--- src/rtl/ioc_pkg.sv ---
package ioc_pkg;
   typedef enum logic [1:0] {
      DRV_ACT_LOW  = 2'd0,
      DRV_ACT_HIGH = 2'd1,
      DRV_OPEN     = 2'd2
   } irq_style_e;

   function automatic irq_style_e pick_style(input logic od, input logic hi);
      if (od)      return DRV_OPEN;
      else if (hi) return DRV_ACT_HIGH;
      else         return DRV_ACT_LOW;
   endfunction
endpackage

--- src/rtl/ioc_detect.sv ---
module ioc_detect #(
   parameter int WIDTH = 8
) (
   input  logic             clk,
   input  logic             rst_n,
   input  logic [WIDTH-1:0] pin_sync,
   input  logic [WIDTH-1:0] dir_in,
   input  logic [WIDTH-1:0] irq_en,
   input  logic [WIDTH-1:0] cmp_val,
   input  logic [WIDTH-1:0] cmp_sel,
   input  logic [WIDTH-1:0] in_pol,
   output logic [WIDTH-1:0] port_val,
   output logic [WIDTH-1:0] hit
);
   logic [WIDTH-1:0] prev_q;

   always_ff @(posedge clk or negedge rst_n) begin
      if (!rst_n) prev_q <= '0;
      else        prev_q <= pin_sync;
   end

   for (genvar i = 0; i < WIDTH; i++) begin : g_bit
      logic ref_lvl;
      logic watched;
      always_comb begin
         ref_lvl     = cmp_sel[i] ? cmp_val[i] : prev_q[i];
         watched     = dir_in[i] & irq_en[i];
         hit[i]      = watched & (pin_sync[i] ^ ref_lvl);
         port_val[i] = pin_sync[i] ^ in_pol[i];
      end
   end
endmodule

--- src/rtl/ioc_capture.sv ---
module ioc_capture #(
   parameter int WIDTH = 8
) (
   input  logic             clk,
   input  logic             rst_n,
   input  logic [WIDTH-1:0] hit,
   input  logic [WIDTH-1:0] port_val,
   input  logic             clr_sel,
   input  logic             port_rd_done,
   input  logic             cap_rd_done,
   output logic [WIDTH-1:0] flag_q,
   output logic [WIDTH-1:0] cap_q,
   output logic             pend_q
);
   logic clr_req;
   logic any_hit;
   logic take;

   always_comb begin
      clr_req = clr_sel ? cap_rd_done : port_rd_done;
      any_hit = |hit;
      take    = any_hit & (~pend_q | clr_req);
   end

   always_ff @(posedge clk or negedge rst_n) begin
      if (!rst_n) begin
         pend_q <= 1'b0;
         flag_q <= '0;
         cap_q  <= '0;
      end else if (take) begin
         pend_q <= 1'b1;
         flag_q <= hit;
         cap_q  <= port_val;
      end else if (clr_req) begin
         pend_q <= 1'b0;
         flag_q <= '0;
      end
   end
endmodule

--- src/rtl/ioc_pin_drive.sv ---
module ioc_pin_drive
   import ioc_pkg::*;
(
   input  logic pend,
   input  logic od_mode,
   input  logic act_high,
   output logic lvl,
   output logic oe
);
   irq_style_e style;

   always_comb begin
      style = pick_style(od_mode, act_high);
      unique case (style)
         DRV_OPEN:     begin lvl = 1'b0;  oe = pend; end
         DRV_ACT_HIGH: begin lvl = pend;  oe = 1'b1; end
         default:      begin lvl = ~pend; oe = 1'b1; end
      endcase
   end
endmodule

--- src/rtl/ioc_ctrl.sv ---
module ioc_ctrl #(
   parameter int WIDTH   = 8,
   parameter bit OUT_REG = 1'b0
) (
   input  logic             clk,
   input  logic             rst_n,
   input  logic [WIDTH-1:0] pin_sync,
   input  logic [WIDTH-1:0] dir_in,
   input  logic [WIDTH-1:0] irq_en,
   input  logic [WIDTH-1:0] cmp_val,
   input  logic [WIDTH-1:0] cmp_sel,
   input  logic [WIDTH-1:0] in_pol,
   input  logic             clr_sel,
   input  logic             od_mode,
   input  logic             act_high,
   input  logic             port_rd_done,
   input  logic             cap_rd_done,
   output logic [WIDTH-1:0] port_val,
   output logic [WIDTH-1:0] flag_reg,
   output logic [WIDTH-1:0] cap_reg,
   output logic             irq_level,
   output logic             irq_oe
);
   if (WIDTH < 1 || WIDTH > 64) begin : g_bad_width
      $error("ioc_ctrl: WIDTH must be 1..64");
   end

   logic [WIDTH-1:0] hit;
   logic             pend;
   logic             lvl_c;
   logic             oe_c;

   ioc_detect #(.WIDTH(WIDTH)) u_detect (
      .clk      (clk),
      .rst_n    (rst_n),
      .pin_sync (pin_sync),
      .dir_in   (dir_in),
      .irq_en   (irq_en),
      .cmp_val  (cmp_val),
      .cmp_sel  (cmp_sel),
      .in_pol   (in_pol),
      .port_val (port_val),
      .hit      (hit)
   );

   ioc_capture #(.WIDTH(WIDTH)) u_capture (
      .clk          (clk),
      .rst_n        (rst_n),
      .hit          (hit),
      .port_val     (port_val),
      .clr_sel      (clr_sel),
      .port_rd_done (port_rd_done),
      .cap_rd_done  (cap_rd_done),
      .flag_q       (flag_reg),
      .cap_q        (cap_reg),
      .pend_q       (pend)
   );

   ioc_pin_drive u_drive (
      .pend     (pend),
      .od_mode  (od_mode),
      .act_high (act_high),
      .lvl      (lvl_c),
      .oe       (oe_c)
   );

   if (OUT_REG) begin : g_out_reg
      always_ff @(posedge clk or negedge rst_n) begin
         if (!rst_n) begin
            irq_level <= 1'b1;
            irq_oe    <= 1'b1;
         end else begin
            irq_level <= lvl_c;
            irq_oe    <= oe_c;
         end
      end
   end else begin : g_out_comb
      always_comb begin
         irq_level = lvl_c;
         irq_oe    = oe_c;
      end
   end
endmodule

--- config.mk ---
export PLATFORM = sky130hd
export DESIGN_NAME = ioc_ctrl
export DESIGN_NICKNAME = d
export VERILOG_FILES = /design/src/rtl/ioc_pkg.sv /design/src/rtl/ioc_detect.sv /design/src/rtl/ioc_capture.sv /design/src/rtl/ioc_pin_drive.sv /design/src/rtl/ioc_ctrl.sv
export SDC_FILE = /design/constraint.sdc
export NUM_CORES = 1
export LEC_CHECK = 0
export BUFFER_PORTS_ARGS = -buffer_cell sky130_fd_sc_hd__buf_2
export CAP_MARGIN = 20
export CORE_ASPECT_RATIO = 1.1
export CORE_MARGIN = 4
export CORE_UTILIZATION = 46
export CTS_BUF_LIST = sky130_fd_sc_hd__clkbuf_2
export CTS_CLUSTER_SIZE = 25
export DETAILED_ROUTE_END_ITERATION = 12
export GPL_TIMING_DRIVEN = 0
export PLACE_DENSITY = 0.87
export SLEW_MARGIN = 10
export SYNTH_ARGS = -nofsm -noshare
export SYNTH_HDL_FRONTEND = slang
export SYNTH_HIERARCHICAL = 1
export SYNTH_SLANG_ARGS = --single-unit
export TNS_END_PERCENT = 5
--- constraint.sdc ---
create_clock -name clk -period 5.81 [get_ports clk]
set_clock_uncertainty 0.2 [all_clocks]
set_input_delay 1.162 -clock clk [delete_from_list [all_inputs] [get_ports clk]]
set_output_delay 1.162 -clock clk [all_outputs]
set_load 0.02 [all_outputs]
# ---- Word-level counts from Yosys, hierarchy flattened
# Index checks and enable logic that the tools add are counted.
dict set report totals {
  ff_bits 25
  output_inout_bits 26
  word_cells 60
}
dict set report op_classes {
  eq_ne 2
  mux 17
  bitwise 35
  n_reduce_logical 2
}
# op n
set ops {}
lappend ops {{1-bit AND} 17}
lappend ops {{8-bit 2-to-1 mux} 2}
lappend ops {{1-bit XOR} 16}
lappend ops {{1-bit 2-to-1 mux} 13}
lappend ops {{8-bit OR reduction} 1}
lappend ops {{2-bit by 1-bit equality test with 1-bit output, second input constant} 1}
lappend ops {{2-bit equality test, second input constant} 1}
lappend ops {{2-bit 2-to-1 mux} 1}
lappend ops {{1-bit case mux with 2 select lines} 1}
lappend ops {{2-bit nonzero test} 1}
lappend ops {{1-bit NOT} 1}
lappend ops {{1-bit OR} 1}

# ---- Longest topological paths before layout
# Gate-level depths: netlist (run 1).
dict set report logic_depth {
  ltp_word 6
  depth_mapped 6
}

# ---- Cells and area by module
# Netlist (run 1), hierarchy kept.
# module n_inst cells_each area_each_um2 seq_area_each_um2
set by_module_without_submodules {}
lappend by_module_without_submodules {ioc_capture 1 40 685.7 425.4}
lappend by_module_without_submodules {ioc_detect 1 48 530.5 200.2}
lappend by_module_without_submodules {ioc_pin_drive 1 3 18.8 0.0}

# ---- Worst setup path before layout (run 1)
# OpenSTA, ideal clock, no wires.
dict set report synth_timing {
  kind {input-to-reg}
  start {input port cmp_sel[7]}
  end {register u_capture.cap_q[5]}
  arrival_ps 2680
  t_required_ps 5485
  slack_ps 2805
  path_stages 6
  path_buffers 1
  cell_sequence {mux2i_1 mux2i_1 or4_4 a2bb2oi_2 buf_6 mux2_4}
}
dict set report synth_between {
  elab_chain_cells 5
}
# item line
set synth_lines {}
lappend synth_lines {{start: declaration} ioc_ctrl.sv:11} ;# input logic [WIDTH-1:0] cmp_sel,
lappend synth_lines {{1-bit 2-to-1 mux} ioc_detect.sv:26} ;# ref_lvl = cmp_sel[i] ? cmp_val[i] : prev_q[i];
lappend synth_lines {{1-bit XOR} ioc_detect.sv:28} ;# hit[i] = watched & (pin_sync[i] ^ ref_lvl);
lappend synth_lines {{1-bit AND} ioc_detect.sv:28}
lappend synth_lines {{named net hit[7]} ioc_ctrl.sv:28} ;# logic [WIDTH-1:0] hit;
lappend synth_lines {{8-bit OR reduction} ioc_capture.sv:21} ;# any_hit = |hit;
lappend synth_lines {{1-bit AND} ioc_capture.sv:22} ;# take = any_hit & (~pend_q | clr_req);
lappend synth_lines {{end signal: assignment} ioc_capture.sv:33} ;# cap_q <= port_val;
lappend synth_lines {{end: declaration} ioc_capture.sv:12} ;# output logic [WIDTH-1:0] cap_q,
# The timed path passes the listed nets, and every way through them passes these cells.
# A chain may end at the register's enable or synchronous reset.

# ---- Worst setup path after layout (run 1)
dict set report layout_timing {
  start {input port pin_sync[6]}
  end {output port port_val[6]}
}
dict set report layout_between {
  elab_chain_cells 1
}
# item line
set layout_lines {}
lappend layout_lines {{start: declaration} ioc_ctrl.sv:7} ;# input logic [WIDTH-1:0] pin_sync,
lappend layout_lines {{1-bit XOR} ioc_detect.sv:29} ;# port_val[i] = pin_sync[i] ^ in_pol[i];
lappend layout_lines {{end: declaration} ioc_ctrl.sv:18} ;# output logic [WIDTH-1:0] port_val,
# No other way between the ends.

==> impl_metrics.yaml, run 1 <==
grt:
  grt.busiest_layer: "met2"
  met2_usage_pct: 31.9
  via_count_of_the_first_global_routing_pass: 1180
  grt_start_max_net_pins: 26
  grt.met1_usage_pct: 19.8
  antenna_found_initial: 0
  global_route.usage.total_pct: 17.4
  globalRouteOverflowTotal: 0
  first_pass_grt_wire_length_um: 5070
  gr-usage-met3_pct: 3.52
worst_setup_path:
  setup.worst_path.end_class: "primary output"
  r2r_slack_ns: 3.47
  worst_r2r_path_depth: 6
  timing.rr.end: "u_capture/cap_q[6]"
  data_arrival_time_at_the_worst_slack_endpoint_ns: 1.69
  critical_path.max_fanout: 4
  critPathLaunchType: "input port"
  timing.setup.critical_path_class: "in -> out"
  r2r_start: "u_detect/prev_q[6]"
  cp_data_required_time_ns: 4.45
power:
  cellLeakagePower_nw: 0.890
  powerDensity_mw_per_mm2: 268
  vdd_ir_drop_max_v: 0.000173
sta:
  final_max_slew_viol_count: 0
  setup_viol_count_final: 0
  layout_worst_path_cycle_share_pct: 52.5
  fmax_mhz: 328
  timing.final.crit_period_ns: 3.05
  grt_setup_unrepaired: "no"
  relative_slew_slack_pct: 60.6
  tightestPinTransition_ns: 0.579
  setup_slack_ns: 2.76
  report.final.hold_viol_count: 0
  setup_total_negative_slack_ns: 0
cells_and_area:
  multi_input_comb_area_um2: 598
  final_core_utilization_pct: 66.6
  filler_cell_count: 198
  final_nets: 231
  final_layout_size_suffix_gt1_share_pct: 54.9
  layout.area.seq_um2: 626
  final_cells: 206
  syn_to_final_growth_pct: 37.2
  diodes: 0
yosys:
  syn-mean-instance-area_um2: 13.6
  cell_types_occupying_the_most_area_after_synthesis: "dfrtp_1 (51%), mux2i_1 (13%), a32o_1 (6.5%)"
  synth_cell_types: 17
  post_synthesis_cell_area_mm2: 0.00123
  synthesized_netlist_cell_count: 91
  synth.yosys.seq_area_share_pct: 50.7
  yosysWarningCount: 6
  synth_top_area_share_pct: 50.7
  synthesis.nets: 146
  synth_area_leader_cell: "dfrtp_1"
  synth-seq-cells: 25
hold_path:
  hold-path-cell-count: 1
  timing.hold.worst.start: "u_capture/cap_q[4]"
  hold_path_end: "u_capture/cap_q[4]"
  hold_path.class: "reg -> reg"
placed_design:
  place_inst: 202
  dp_hpwl_um: 2530
  place.gp.congestion: 0.714
  dp_worst_setup_slack_ns: 2.53
  placement.io_buffers: 80
floorplan:
  die_x_um: 57.4
  core_area_mm2: 0.00254
  die_area_mm2: 0.00358
  die_h_um: 62.3
  floorplan.io_pins: 81
  floorplan.rows: 19
  starting_density_pct: 48.5
drt:
  vias_after_detailed_routing: 1078
  route.antenna.remaining_nets: 0
  detail_route.first_pass.iterations: 4
  drtIter0Drc: 15
  avgViaCountPerCell: 5.23
  finalWirelength_um: 2980
  drcViolationCount: 0
  wire_per_inst_um: 14.5
clock_network:
  cts_made_buffers: 3
  cts-root-buf: "clkbuf_2"
  clock_transition_at_the_registers_of_the_reported_paths_ns: 0.22
  worstSkewPairLatency_ns: 0.31
  ctsResizeCount: 0
  ctsLongestPathBuffers: 2
  cts_tree: "yes"
  cts.repair_timing.setup_buffer_count: 0
  cts.sinks: 25
  ctsHtreeMaxLevel: 1
  ctsHoldBuffers: 0
flow_run:
  max_cap_violations: 0
status:
  run_status: "completed"
area by class of cell:
class	instances	share of cell area [%]
clock buffers	4	1.18
well taps	31	2.29
repair buffers	80	23.6
multi-input cells	65	35.3
plain buffers	1	0.665
flip-flops and latches	25	36.9
how the worst max path moves through the flow:
stage	from	slack, ns	endpoint
2_1_floorplan	cmp_sel[7]	2.81	u_capture/cap_q[5]
3_3_place_gp	cmp_sel[3]	2.58	u_capture/cap_q[6]
3_5_place_dp	cmp_sel[5]	2.53	u_capture/cap_q[6]
4_1_cts	pin_sync[6]	2.75	port_val[6]
5_1_grt	pin_sync[3]	2.69	port_val[3]
6_report	pin_sync[6]	2.76	port_val[6]
cells by family (layout without fill, tap and decap cells):
family	Yosys count	after routing	share of synthesized area, %
buffers and inverters	1	85	0.912
AO/OA/AOI/OAI	11	11	9.32
XOR/XNOR	9	9	6.38
AND/OR/NAND/NOR	20	20	10.7
flip-flops	25	25	50.7
multiplexers	25	25	22.0
cells in the final DEF (no fill, tap or decap):
| cell type | Yosys | final |
|---|---|---|
| buf_2 | 0 | 80 |
| dfrtp_1 | 25 | 25 |
| mux2i_1 | 16 | 16 |
| xor2_1 | 9 | 9 |
| a32o_1 | 8 | 8 |
| nand3b_1 | 8 | 8 |
| nand3_1 | 8 | 8 |
| clkbuf_2 | 0 | 4 |
| mux2_2 | 4 | 4 |
| or4_4 | 2 | 2 |
| mux2_4 | 2 | 2 |
| mux2_1 | 2 | 2 |
| mux2i_2 | 1 | 1 |
| a2bb2oi_2 | 1 | 1 |
| buf_6 | 1 | 1 |
| o21bai_2 | 1 | 1 |
| a211o_1 | 1 | 1 |
| nor2_1 | 1 | 1 |
| nand2b_1 | 1 | 1 |
routing by layer:
| layer | wire, um | part of all wire, % | up-vias |
|---|---|---|---|
| met5 | 0 | 0 | - |
| met4 | 31 | 1.0 | 0 |
| met3 | 204 | 6.8 | 4 |
| met2 | 1620 | 54 | 43 |
| met1 | 1120 | 38 | 515 |
| li1 | - | - | 516 |
report_power, final:
part	internal [mW]	total, mW	leakage [nW]	switching, mW
logic	0.0767	0.174	0.568	0.0968
registers	0.202	0.215	0.306	0.0137
clock network	0.0182	0.0650	0.0166	0.0468
critical path: stages:
cell,delay [ns]
buf_2,0.12
xor2_1,0.21
buf_2,0.20
synth_stat cells (all sizes together):
library cell / n
dfrtp: 25
or4: 2
nor2: 1
buf: 1
nand3b: 8
o21bai: 1
nand3: 8
a32o: 8
mux2: 8
nand2b: 1
a2bb2oi: 1
a211o: 1
xor2: 9
mux2i: 17
sequential cells by signal (all words and copies together) (netlist names):
name and flops:
u_capture/pend_q 1, u_capture/cap_q 8, u_detect/prev_q 8, u_capture/flag_q 8
metrics by stage:
step / hold slack, ns / cell area [um2] / total power, mW
final: 0.323 / 1690 / 0.454
after global placement: 0.267 / 1670 / 0.387
after CTS: 0.324 / 1690 / 0.459
after global routing: 0.343 / 1690 / 0.481
after detailed placement: 0.271 / 1670 / 0.395
after floorplan: 0.344 / 1230 / 0.322
(Power assumes the default switching activity.)
==> run 2, diff against run 1 <==
--- a/config.mk
+++ b/config.mk
@@ -5,16 +5,17 @@
 export SDC_FILE = /design/constraint.sdc
 export NUM_CORES = 1
 export LEC_CHECK = 0
+export ABC_AREA = 1
 export BUFFER_PORTS_ARGS = -buffer_cell sky130_fd_sc_hd__buf_2
 export CAP_MARGIN = 20
 export CORE_ASPECT_RATIO = 1.1
 export CORE_MARGIN = 4
-export CORE_UTILIZATION = 46
+export CORE_UTILIZATION = 41
 export CTS_BUF_LIST = sky130_fd_sc_hd__clkbuf_2
 export CTS_CLUSTER_SIZE = 25
 export DETAILED_ROUTE_END_ITERATION = 12
 export GPL_TIMING_DRIVEN = 0
-export PLACE_DENSITY = 0.87
+export PLACE_DENSITY = 0.78
 export SLEW_MARGIN = 10
 export SYNTH_ARGS = -nofsm -noshare
 export SYNTH_HDL_FRONTEND = slang
==> constraint.sdc (replaced) <==
create_clock -name clk -period 2.5 [get_ports clk]
set_clock_uncertainty 0.2 [all_clocks]
set_input_delay 0.5 -clock clk [delete_from_list [all_inputs] [get_ports clk]]
set_output_delay 0.5 -clock clk [all_outputs]
set_load 0.02 [all_outputs]
==> run 2 against run 1 <==
Setup slack worse by 2.1 ns. Total power is 140% higher. Core utilization is 8.8 points lower. Die area is 27% higher. Non-clock buffer count is 4 higher. Sequential power is 130% higher. Final area is 15% higher. Synthesized area is 17% higher.
==> impl_metrics.yaml, run 2 <==
status:
  run_status: "completed"
sta:
  relative_slew_slack_pct: 62.9
  report.final.hold_viol_count: 0
  fmax_mhz: 553
  setup_total_negative_slack_ns: 0
  grt_setup_unrepaired: "no"
  tightestPinTransition_ns: 0.556
  setup_viol_count_final: 0
  setup_slack_ns: 0.691
  layout_worst_path_cycle_share_pct: 72.4
  hold_slack_ns: 0.0830
  timing.final.crit_period_ns: 1.81
  final_max_slew_viol_count: 0
floorplan:
  floorplan.io_pins: 81
  core_area_mm2: 0.00336
  floorplan.rows: 22
  starting_density_pct: 43.2
  die_x_um: 64.7
  die_area_mm2: 0.00455
  die_h_um: 70.4
worst_setup_path:
  worst_r2r_path_depth: 9
  cp_data_required_time_ns: 1.80
  timing.rr.end: "u_capture/flag_q[7]"
  timing.critical_path.mode_cell: "nand2_1"
  r2r_start: "u_detect/prev_q[0]"
  crit_slowest_cell: "dfrtp_1"
  r2r_slack_ns: 0.73
  data_arrival_time_at_the_worst_slack_endpoint_ns: 1.11
  timing.critical_path.max_delay_family: "flip-flops"
  setup.worst_path.end_class: "primary output"
  critPathLaunchType: "flip-flop"
  largest_stage_delay_worst_path_ns: 0.45
  timing.setup.critical_path_class: "reg -> out"
  cell_breakdown_of_the_critical_path: "inv_1 -> nand2_1 -> nand2_1 -> buf_2"
  worst-path-buf-inv: 2
  critical_path.max_fanout: 3
flow_run:
  max_cap_violations: 0
yosys:
  cell_types_occupying_the_most_area_after_synthesis: "dfrtp_1 (43%), nand2_1 (14%), nand3_1 (8.3%)"
  synthesized_netlist_cell_count: 186
  yosysWarningCount: 6
  ys.flop_type: "dfrtp_1"
  post_synthesis_cell_area_mm2: 0.00145
  synthesis.nets: 241
  synth-seq-cells: 25
  synth_cell_types: 16
  syn-mean-instance-area_um2: 7.80
  synthMostInstantiatedCell: "nand2_1"
  post_synth_edffs: 0
  synth.top_cells.by_count: "nand2_1 (55), inv_1 (27), dfrtp_1 (25), nand3_1 (24), nand3_2 (10)"
  asyncSetResetFlopFracSynth_pct: 100
  synth_area_leader_cell: "dfrtp_1"
  synth_top_area_share_pct: 43.1
  synth.yosys.seq_area_share_pct: 43.1
cells_and_area:
  final_core_utilization_pct: 57.8
  reg.largest.list: "u_capture/cap_q (8), u_capture/flag_q (8), u_detect/prev_q (8)"
  filler_cell_count: 358
  final_nets: 327
  post-route-cell-area_mm2: 0.00194
  syn_to_final_growth_pct: 33.8
  diodes: 0
  layout.cells.most_common: "buf_2"
  most_used_cells_in_the_layout_excluding_fill_and_tap_cells: "buf_2 (83), nand2_1 (55), inv_1 (27), dfrtp_1 (25), nand3_1 (24)"
  final_cells: 319
  final_layout_size_suffix_gt1_share_pct: 41.7
drt:
  vias_after_detailed_routing: 1470
  finalWirelength_um: 3510
  detail_route.first_pass.iterations: 4
  drtIter0Drc: 42
  avgViaCountPerCell: 4.61
  route.antenna.remaining_nets: 0
  wire_per_inst_um: 11.0
  drcViolationCount: 0
grt:
  first_pass_grt_wire_length_um: 6000
  antenna_found_initial: 0
  grt.busiest_layer: "met2"
  met2_usage_pct: 29.7
  global_route.usage.total_pct: 16.3
  gr-usage-met3_pct: 2.89
  via_count_of_the_first_global_routing_pass: 1413
  grt_start_max_net_pins: 26
  globalRouteOverflowTotal: 0
  grt.met1_usage_pct: 19.6
placed_design:
  place_inst: 314
  placement.io_buffers: 80
  dpl-instance-area_mm2: 0.00191
  dp_worst_setup_slack_ns: 0.423
  place.gp.congestion: 0.742
  dp_hpwl_um: 2830
clock_network:
  cts_tree: "yes"
  ctsLongestPathBuffers: 2
  cts.sinks: 25
  cts-root-buf: "clkbuf_2"
  worstSkewPairLatency_ns: 0.33
  ctsResizeCount: 0
  cts_made_buffers: 3
  clock_transition_at_the_registers_of_the_reported_paths_ns: 0.23
  ctsHtreeMaxLevel: 1
hold_path:
  hold-path-cell-count: 1
  hold_path_end: "u_detect/prev_q[6]"
  timing.hold.worst.start: "pin_sync[6]"
  hold_path.class: "in -> reg"
power:
  powerDensity_mw_per_mm2: 565
  cellLeakagePower_nw: 1.20
  fin_total_pwr_mw: 1.10
  vdd_ir_drop_max_v: 0.000383
run 2: changes by cell type in the layout (fill, tap and decap cells not counted), moves of 3 or more:
| cell | before | now |
|---|---|---|
| inv_1 | 0 | 27 |
| nand3_2 | 0 | 10 |
| nand2_2 | 0 | 9 |
| nand3_1 | 8 | 24 |
| mux2i_1 | 16 | 0 |
| mux2_2 | 4 | 0 |
| nand3b_1 | 8 | 0 |
| a32o_1 | 8 | 0 |
| a21oi_1 | 0 | 8 |
| buf_2 | 80 | 83 |
| nor2_1 | 1 | 9 |
| nand2_1 | 0 | 55 |
run 2: worst max path at each step:
stage / start / endpoint / slack [ns] / cells past startpoint
finish: u_capture/pend_q / irq_level / 0.69 / 4
global route: u_detect/prev_q[4] / u_capture/cap_q[3] / 0.54 / 8
CTS: u_capture/pend_q / irq_level / 0.66 / 4
detailed placement: cmp_sel[0] / u_capture/flag_q[7] / 0.42 / 10
global placement: cmp_sel[0] / u_capture/flag_q[5] / 0.48 / 10
floorplan: cmp_sel[4] / u_capture/flag_q[6] / 0.78 / 10
run 2: kinds of logic after synthesis:
| logic type | Yosys count | share of synthesized area, % |
|---|---|---|
| xor+xnor | 8 | 4.83 |
| flops | 25 | 43.1 |
| buf+inv | 31 | 8.80 |
| simple gates | 113 | 39.3 |
| compound gates | 9 | 3.88 |
run 2: layout make-up:
| class | instances | area [um2] | share of cell area, % |
|---|---|---|---|
| Clock buffer | 3 | 15.0 | 0.774 |
| Multi-Input combinational cell | 130 | 697 | 35.9 |
| Timing Repair Buffer | 81 | 410 | 21.1 |
| Tap cell | 48 | 60.1 | 3.09 |
| Clock inverter | 1 | 5.00 | 0.258 |
| Buffer | 4 | 26.3 | 1.35 |
| Sequential cell | 25 | 626 | 32.2 |
| Inverter | 27 | 101 | 5.22 |
run 2: report_power, final:
| part | total [mW] | switching (mW) | internal [mW] |
|---|---|---|---|
| registers | 0.502 | 0.0331 | 0.469 |
| clock network | 0.152 | 0.115 | 0.0363 |
| logic | 0.444 | 0.286 | 0.158 |
run 2: worst reg2reg max path, cell delays in order, from the launching register on:
cell     delay (ns)
dfrtp_1        0.42
nand2_2        0.08
nand3_2        0.06
nand2_1        0.06
nor2_1         0.06
nor2_2         0.15
nand4_2        0.22
buf_2          0.27
nand3_1        0.09
nand2_1        0.07
run 2: routing by layer:
layer / up-vias / routed length, um
met2: 61 / 1800
met1: 658 / 1370
li1: 749 / -
met4: 0 / 9
met5: - / 0
met3: 2 / 322
run 2: what timing repair did:
action,4_1_cts,5_1_grt
hold buffers,1,0
endpoints found under the hold margin,25,0
setup buffers,0,0
setup endpoints to repair,0,0
==> run 3, diff against run 2 <==
==> constraint.sdc (replaced) <==
create_clock -name clk -period 1.6 [get_ports clk]
set_clock_uncertainty 0.2 [all_clocks]
set_input_delay 0.32 -clock clk [delete_from_list [all_inputs] [get_ports clk]]
set_output_delay 0.32 -clock clk [all_outputs]
set_load 0.02 [all_outputs]
==> run 3 against run 2 <==
Sequential power rose by 56%. The run now ends with setup timing left. Core utilization is 5.8 points higher. Die area stayed put. Register-to-register slack got worse by 0.86 ns. Sequential share of layout area down 2.9 points. Hold slack lost 0.024 ns. Sequential cell count is the same. Largest cell class unchanged. Clock-buffer cell count stayed put. Highest routed layer unchanged. Setup slack lost 0.82 ns. Critical endpoint is now u_capture/flag_q[6].
==> impl_metrics.yaml, run 3 (synthesis results as in run 2) <==
cells_and_area:
  syn_to_final_growth_pct: 47.2
  layout.cells.most_common: "buf_2"
  final_cells: 331
  most_used_cells_in_the_layout_excluding_fill_and_tap_cells: "buf_2 (81), nand2_1 (51), inv_1 (26), dfrtp_1 (25), nand3_1 (24)"
  reg.largest.list: "u_capture/cap_q (8), u_capture/flag_q (8), u_detect/prev_q (8)"
  diodes: 0
  filler_cell_count: 325
  final_nets: 339
  final_layout_size_suffix_gt1_share_pct: 46.6
floorplan:
  starting_density_pct: 43.2
  die_x_um: 64.7
  die_area_mm2: 0.00455
  core_area_mm2: 0.00336
  die_h_um: 70.4
  floorplan.io_pins: 81
  floorplan.rows: 22
status:
  run_status: "finished with violations"
  violated_checks: "setup timing"
sta:
  layout_worst_path_cycle_share_pct: 108
  setup_slack_ns: -0.133
  timing.final.crit_period_ns: 1.73
  hold_slack_ns: 0.0590
  report.final.hold_viol_count: 0
  grt_setup_unrepaired: "yes"
  final_max_slew_viol_count: 0
  tightestPinTransition_ns: 0.560
  setup_viol_count_final: 18
  relative_slew_slack_pct: 62.7
  setup_total_negative_slack_ns: -1.75
  fmax_mhz: 577
placed_design:
  placement.io_buffers: 80
  dp_hpwl_um: 2830
  place_inst: 314
  place.gp.congestion: 0.742
worst_setup_path:
  data_arrival_time_at_the_worst_slack_endpoint_ns: 1.83
  timing.setup.critical_path_class: "reg -> reg"
  cp_data_required_time_ns: 1.70
  critical_path.max_fanout: 6
  setup.worst_path.end_class: "flip-flop"
  critPathLaunchType: "flip-flop"
power:
  clockPowerShare_pct: 13.1
  cellInternalPower_mw: 1.10
  part_of_the_power_in_registers_pct: 43.0
  vdd_ir_drop_max_v: 0.000601
  p_comb_share_pct: 43.8
  sw_frac_of_total_pct: 39.4
  fin_total_pwr_mw: 1.82
  cellLeakagePower_nw: 1.26
  powerDensity_mw_per_mm2: 854
  power_switching_mw: 0.718
grt:
  globalRouteOverflowTotal: 0
  antenna_found_initial: 0
  grt_start_max_net_pins: 26
  first_pass_grt_wire_length_um: 6350
  via_count_of_the_first_global_routing_pass: 1522
  global_route.usage.total_pct: 17.3
clock_network:
  cts-root-buf: "clkbuf_2"
  worstSkewPairLatency_ns: 0.33
  cts.sinks: 25
  cts_tree: "yes"
  clock_transition_at_the_registers_of_the_reported_paths_ns: 0.23
  ctsLongestPathBuffers: 2
  cts_made_buffers: 3
  ctsHtreeMaxLevel: 1
flow_run:
  max_cap_violations: 0
hold_path:
  hold_path.class: "in -> reg"
drt:
  wire_per_inst_um: 11.4
  drtIter0Drc: 47
  vias_after_detailed_routing: 1538
  finalWirelength_um: 3780
  avgViaCountPerCell: 4.65
  detail_route.first_pass.iterations: 4
  drcViolationCount: 0
  route.antenna.remaining_nets: 0
run 3: changes by cell type in the layout (fill, tap and decap cells not counted), sizes merged:
cell	delta
dlygate4sd3	+8
buf	+4
run 3: path summary, 6_finish.rpt:
path / start / end / slack [ns] / cells past startpoint
max in group asynchronous: rst_n / u_capture/cap_q[4] / 0.56 / 2
min in group asynchronous: rst_n / u_detect/prev_q[6] / 0.27 / 2
worst max register to register: u_detect/prev_q[7] / u_capture/flag_q[6] / -0.13 / 10
worst max-delay path: u_detect/prev_q[7] / u_capture/flag_q[6] / -0.13 / 10
worst min-delay path: in_pol[6] / u_capture/cap_q[6] / 0.06 / 4
worst min register to register: u_capture/cap_q[3] / u_capture/cap_q[3] / 0.30 / 2
run 3: timing repair:
action | 4_1_cts | 5_1_grt
setup endpoints to repair | 16 | 19
resized for setup | 15 | 11
hold buffers | 9 | 0
pin swaps | 8 | 4
cloned | 1 | 0
hold endpoints to repair | 33 | 0
setup buffers | 3 | 0
run 3: worst max-delay path: stages, from the launching register on:
cell     delay (ns)
dfrtp_1        0.43
nand2_2        0.08
nand3_2        0.05
nand2_1        0.06
nor2_1         0.07
nor2_4         0.15
nand2_2        0.09
o21ai_4        0.27
buf_6          0.17
nand3_2        0.06
nand2_1        0.06
run 3: area by class of cell:
type                    count  area (um2)  area share [%]
well taps                  48        60.1            2.81
inverters                  27         101            4.75
multi-input cells         130         757            35.5
plain buffers               4        28.8            1.35
flip-flops and latches     25         626            29.3
clock buffers               3        15.0           0.703
repair buffers             93         542            25.4
clock inverters             1        5.00           0.234
run 3: metrics by stage:
step / worst slack, ns / util (%) / area (um2)
4_1_cts: -0.101 / 62.7 / 2100
2_1_floorplan: 0.0596 / - / 1450
3_5_place_dp: -0.297 / 56.9 / 1910
3_3_place_gp: -0.238 / 56.9 / 1910
5_1_grt: -0.219 / 63.6 / 2130
6_report: -0.133 / 63.6 / 2130
run 3: metal layers:
metal,global-route usage (%),vias to the layer above,part of all wire (%)
li1,-,773,-
met1,20.0,699,39
met2,31.5,62,53
met3,3.38,4,8.0
met4,5.16,0,0.56
met5,0,-,0
run 3: power groups by stage:
stage	clock network [mW]	logic (mW)	registers, mW
2_1_floorplan	0	0.317	0.905
6_report	0.240	0.799	0.785
5_1_grt	0.270	0.874	0.800
3_5_place_dp	0	0.703	0.797
3_3_place_gp	0	0.688	0.795
4_1_cts	0.249	0.792	0.785
